## src/rtl/lwsPkg.sv

```systemverilog
package lwsPkg;

  // Strobes from the control unit to the datapath, valid in the current cycle
  typedef struct packed {
    logic issueRead;   // this edge captures a read command
    logic issueWrite;  // this edge captures a write command (address and mask)
    logic commit;      // this edge samples write data and updates the array
  } lwsStrobes_t;

endpackage

```

## src/rtl/lwsCtrl.sv

```systemverilog
module lwsCtrl
  import lwsPkg::*;
#(
  parameter int LANES = 4
) (
  input  logic              clk,
  input  logic              rstN,
  input  logic              selN,
  input  logic              wrN,
  input  logic              outEnN,
  input  logic              sleep,
  output lwsStrobes_t       stb,
  output logic [LANES-1:0]  dOe
);

  logic pendWr;
  logic rdValid;
  logic active;

  // Commands are accepted only when selected and not powered down
  always_comb begin
    active         = !sleep && !selN;
    stb.issueRead  = active && wrN;
    stb.issueWrite = active && !wrN;
    stb.commit     = pendWr;
  end

  always_ff @(posedge clk or negedge rstN) begin
    if (!rstN) begin
      pendWr  <= 1'b0;
      rdValid <= 1'b0;
    end else begin
      pendWr  <= stb.issueWrite;
      rdValid <= stb.issueRead;
    end
  end

  // Drivers follow the asynchronous masks without waiting for a clock
  assign dOe = {LANES{rdValid && !outEnN && !sleep}};

endmodule

```

## src/rtl/lwsDatapath.sv

```systemverilog
module lwsDatapath
  import lwsPkg::*;
#(
  parameter int ADDR_W = 6,
  parameter int LANES  = 4,
  parameter int LANE_W = 9
) (
  input  logic                      clk,
  input  lwsStrobes_t               stb,
  input  logic [ADDR_W-1:0]         addr,
  input  logic [LANES-1:0]          byteWrN,
  input  logic [LANES*LANE_W-1:0]   dIn,
  output logic [LANES*LANE_W-1:0]   dOut
);

  localparam int DEPTH = 1 << ADDR_W;

  logic [ADDR_W-1:0] wrAddr;
  logic [LANES-1:0]  wrMask;
  logic              fwdHit;

  // Write-address register: holds the command until its data phase
  always_ff @(posedge clk) begin
    if (stb.issueWrite) begin
      wrAddr <= addr;
      wrMask <= ~byteWrN;
    end
  end

  // Read on the commit edge of the same word needs the in-flight data
  assign fwdHit = stb.commit && (wrAddr == addr);

  for (genvar l = 0; l < LANES; l++) begin : gLane
    logic [LANE_W-1:0] laneMem [DEPTH];
    logic [LANE_W-1:0] laneIn;
    logic [LANE_W-1:0] laneQ;

    assign laneIn = dIn[l*LANE_W +: LANE_W];

    always_ff @(posedge clk) begin
      if (stb.commit && wrMask[l]) begin
        laneMem[wrAddr] <= laneIn;
      end
      if (stb.issueRead) begin
        laneQ <= (fwdHit && wrMask[l]) ? laneIn : laneMem[addr];
      end
    end

    assign dOut[l*LANE_W +: LANE_W] = laneQ;
  end

endmodule

```

## src/rtl/lateWriteSram.sv

```systemverilog
module lateWriteSram
  import lwsPkg::*;
#(
  parameter int ADDR_W = 6,
  parameter int LANES  = 4,
  parameter int LANE_W = 9
) (
  input  logic                     clk,
  input  logic                     rstN,
  input  logic                     selN,
  input  logic                     wrN,
  input  logic [LANES-1:0]         byteWrN,
  input  logic                     outEnN,
  input  logic                     sleep,
  input  logic [ADDR_W-1:0]        addr,
  input  logic [LANES*LANE_W-1:0]  dIn,
  output logic [LANES*LANE_W-1:0]  dOut,
  output logic [LANES-1:0]         dOe
);

  lwsStrobes_t strobes;

  lwsCtrl #(.LANES(LANES)) ctrl_i (
    .clk    (clk),
    .rstN   (rstN),
    .selN   (selN),
    .wrN    (wrN),
    .outEnN (outEnN),
    .sleep  (sleep),
    .stb    (strobes),
    .dOe    (dOe)
  );

  lwsDatapath #(.ADDR_W(ADDR_W), .LANES(LANES), .LANE_W(LANE_W)) dp_i (
    .clk     (clk),
    .stb     (strobes),
    .addr    (addr),
    .byteWrN (byteWrN),
    .dIn     (dIn),
    .dOut    (dOut)
  );

endmodule

```

## config.mk

```make
export PLATFORM = sky130hd
export DESIGN_NAME = lateWriteSram
export DESIGN_NICKNAME = d
export VERILOG_FILES = /design/src/rtl/lwsPkg.sv /design/src/rtl/lwsCtrl.sv /design/src/rtl/lwsDatapath.sv /design/src/rtl/lateWriteSram.sv
export SDC_FILE = /design/constraint.sdc
export NUM_CORES = 2
export LEC_CHECK = 0
export BUFFER_PORTS_ARGS = -buffer_cell sky130_fd_sc_hd__buf_2
export CAP_MARGIN = 40
export CORE_ASPECT_RATIO = 1.4
export CORE_MARGIN = 2
export CORE_UTILIZATION = 36
export DETAILED_ROUTE_END_ITERATION = 6
export GPL_ROUTABILITY_DRIVEN = 0
export GPL_TIMING_DRIVEN = 0
export SLEW_MARGIN = 20
export SYNTH_ARGS = -nofsm -noshare
export SYNTH_HDL_FRONTEND = slang
export SYNTH_SLANG_ARGS = --single-unit
```

## constraint.sdc

```tcl
create_clock -name clk -period 3.1 [get_ports clk]
set_input_delay 0 -clock clk [delete_from_list [all_inputs] [get_ports clk]]
set_output_delay 0 -clock clk [all_outputs]
set_load 0.1 [all_outputs]
```

==> impl_metrics.env <==
export IMPL_ys_warn_count=0
export IMPL_synth_edf_count=2350
export IMPL_status="finished with violations"
export IMPL_peakVddDrop_uv=515
export IMPL_wl_per_cell_um=33.6
export IMPL_cpMaxStageDelayCell="nand4_1"
export IMPL_dpl_hpwl_um=209000
export IMPL_crit_path_start_kind="primary input"
export IMPL_p_seq_share_pct=52.8
export IMPL_p_comb_share_pct=5.8
export IMPL_placedCellCount=8154
export IMPL_p_sw_mw=14.6
export IMPL_grt_pass1_wl_um=392000
export IMPL_final_util_pct=42.3
export IMPL_synth_fa_ha_area_share_pct=0
export IMPL_start_util_pct=36.2
export IMPL_whs_path_depth=4
export IMPL_switching_share_pct=22.0
export IMPL_relSlewSlack_pct=33.3
export IMPL_clockPowerShare_pct=41.5
export IMPL_ant_nets=0
export IMPL_timing_hold_violations_final=0
export IMPL_cts_path_max_buffers=4
export IMPL_synth_xor_area_share_pct=0.0740
export IMPL_row_count=218
export IMPL_synthMuxAreaShare_pct=14.2
export IMPL_async_flop_share_pct=0.0850
export IMPL_fin_crit_sh_pct=107
export IMPL_skew_ns=0.0628
export IMPL_cp_max_fo=10
export IMPL_rsz0062_at_grt="true"
export IMPL_htreeDepth=4
export IMPL_power_leakage_nw=34.1
export IMPL_period_needed_ns=3.31
export IMPL_path_clk_slew_ns=0.06
export IMPL_endpoint_kind="register"
export IMPL_r2r_slack_ns=-0.08
export IMPL_finalSetupTns_ns=-0.840
export IMPL_insertion_delay_ns=0.90
export IMPL_worst_ep_arrival_time_ns=3.88
export IMPL_netlist_area_um2=91300
export IMPL_yosys_area_share_simple_pct=3.01
export IMPL_power_total_mw=66.4
export IMPL_via_count=49900
export IMPL_cts_root_buf="clkbuf_16"
export IMPL_die_w_um=430
export IMPL_seq_area_frac_synth_pct=77.3
export IMPL_cts_buffers=221
export IMPL_areaGrowthSynthToFinish_pct=16.7
export IMPL_gr_usage_all_layers_pct=22.0
export IMPL_synth_top_family_by_area="multiplexers"
export IMPL_layout_drive_gt1_share_pct=25.2
export IMPL_syn_inst=4512
export IMPL_wl_um=290000
export IMPL_worstPathRequired_ns=3.67
export IMPL_synth_compound_area_share_pct=3.68
export IMPL_synth_ff_type="edfxtp_1"
export IMPL_worstMarginPinSlew_ns=1.00
export IMPL_setup_viol_count_final=11
export IMPL_critPathKind="in -> reg"
export IMPL_grt_pass1_vias=49400
export IMPL_synth_seq_cells=2352
export IMPL_die_h_um=600
export IMPL_fin_nets=5206
export IMPL_finalNonFillerCells=8628
export IMPL_grt_max_degree=66
export IMPL_report_final_slew_viol_count=0
export IMPL_syn_num_nets=4564
export IMPL_dieArea_um2=258000
export IMPL_antenna_found_initial=21
export IMPL_drcViolationCount=0
export IMPL_avgSynthCellArea_um2=20.2
export IMPL_fmax_ghz=0.302
export IMPL_io_pins=92
export IMPL_grt_overflow_total=0
export IMPL_drt_pass1_iter_count=6
export IMPL_min_path_type="in -> reg"
export IMPL_cts_tree="built"
export IMPL_max_stage_delay_ns=0.75
export IMPL_viasPerCell=5.78
export IMPL_intPower_mw=51.8
export IMPL_port_buffers=91
export IMPL_max_cap_violations=0
export IMPL_crit_path_cell_trace="buf_2 > buf_6 > buf_4 > buf_4 > buf_2 > mux4_2 > a22oi_1 > nand4_1 > a32o_2"
export IMPL_clock_sinks=2352
export IMPL_power_density_nw_per_um2=623
export IMPL_rr_worst_depth=6
export IMPL_fin_ws_ns=-0.210
export IMPL_holdWs_ns=0.0684
export IMPL_core_um2=252000
export IMPL_drt_iter0_drc=6660
export IMPL_synth_distinct_cells=67
export IMPL_violations="negative setup slack"
-- Yosys cell counts, types with 24 or more instances --
cell type  number  area share (%)
nand2_1       114            0.47
buf_4          67            0.55
nand4_1        24            0.16
a311oi_1       24            0.23
edfxtp_1     2350              77
buf_2          68            0.37
o22ai_1        52            0.36
nor2_1        276             1.1
a21oi_1        48            0.26
a22oi_1       155             1.3
clkbuf_1      100            0.41
nand3_1        59            0.32
nor3_1         38            0.21
a32o_1         24            0.26
mux4_2        390             9.6
o21ai_0        36            0.20
a211oi_1       31            0.25
mux2i_1       410             4.5
-- critical path, delay by kind of cell --
kind	cells	cell delay [ns]
simple gates	1	0.75
mux	1	0.42
compound gates	2	0.96
buf+inv	5	1.66
-- sequential cells by signal (all words and copies together), names as in the netlist --
signal,count
dp_i.gLane.laneQ,36
dp_i.gLane.laneMem,2304
ctrl_i.rdValid,1
dp_i.wrAddr,6
dp_i.wrMask,4
ctrl_i.pendWr,1
-- kinds of logic (layout without fill, tap and decap cells) --
| group | count (synthesis) | in the layout |
|---|---|---|
| AO/OA/AOI/OAI | 460 | 460 |
| buffers and inverters | 290 | 1098 |
| other | 0 | 8 |
| flip-flops | 2352 | 2352 |
| multiplexers | 805 | 805 |
| XOR/XNOR | 6 | 6 |
| AND/OR/NAND/NOR | 599 | 599 |
-- metal layers --
layer / share of wire (%) / GRT usage, % / wire [µm] / vias up
met4: 8.5 / 15.4 / 24600 / 16
met3: 8.8 / 4.28 / 25500 / 833
met5: 0.040 / 0 / 117 / -
met1: 34 / 25.4 / 98600 / 26000
met2: 49 / 36.9 / 141000 / 3033
li1: - / - / - / 20000
-- repair_timing --
item | in CTS | in global routing
gates cloned | 0 | 0
endpoints found under the hold margin | 2371 | 0
endpoints found under the setup margin | 20 | 106
hold buffers | 59 | 0
setup buffers | 4 | 0
pin swaps | 4 | 3
gates resized for setup | 4 | 24
-- power groups by stage --
| stage | Sequential [mW] | Combinational [mW] | Clock, mW |
|---|---|---|---|
| 2_1_floorplan | 35.8 | 1.65 | 0 |
| 3_3_place_gp | 35.7 | 3.50 | 0 |
| 3_5_place_dp | 35.7 | 3.67 | 0 |
| 4_1_cts | 35.0 | 3.75 | 27.8 |
| 5_1_grt | 35.0 | 3.91 | 28.9 |
| 6_report | 35.0 | 3.83 | 27.5 |
-- area by class of cell --
class,instances,area (µm²)
diodes,8,20.0
clock buffers,264,5810
clock inverters,125,1370
well taps,3300,4130
repair buffers,422,3530
flip-flops and latches,2352,70600
inverters,8,30.0
multi-input cells,1870,19500
plain buffers,279,1580
fillers,22000,145000
-- stage by stage --
stage / setup slack (ns) / instance area [µm²]
6_report: -0.210 / 107000
5_1_grt: -0.0363 / 107000
4_1_cts: 0.0161 / 106000
3_5_place_dp: -1.39 / 98500
3_3_place_gp: -1.77 / 95900
2_1_floorplan: 0.945 / 91400
-- layout by cell type (no fill, tap or decap), drive strengths merged, types with 8 or more instances in the layout --
cell type	netlist	layout
edfxtp	2350	2350
buf	181	536
mux2i	410	410
mux4	390	390
clkbuf	101	368
nor2	277	277
a22oi	155	155
nand2	114	114
clkinv	2	82
dlygate4sd3	0	59
nand3	59	59
o22ai	52	52
a21oi	48	48
nor3	42	42
o21ai	36	36
a211oi	31	31
bufinv	0	28
nand4	25	25
and2	25	25
a311oi	24	24
a32o	24	24
o221ai	21	21
a22o	19	19
nor2b	15	15
a2111oi	14	14
inv	6	12
clkinvlp	0	11
nor3b	11	11
o31ai	9	9
a221oi	9	9
diode	0	8
-- path summary, 6_finish.rpt --
check | from | end
setup / recovery | addr[2] | dp_i.gLane[3].laneQ[3]$_DFFE_PP_
hold / removal | selN | ctrl_i.rdValid$_DFF_PN0_
setup reg to reg | dp_i.wrAddr[4]$_DFFE_PP_ | dp_i.gLane[1].laneQ[6]$_DFFE_PP_
hold reg to reg | dp_i.gLane[0].laneMem[26][1]$_DFFE_PP_ | dp_i.gLane[0].laneQ[1]$_DFFE_PP_
max in group asynchronous | rstN | ctrl_i.pendWr$_DFF_PN0_
min in group asynchronous | rstN | ctrl_i.rdValid$_DFF_PN0_
(Power assumes the default switching activity.)
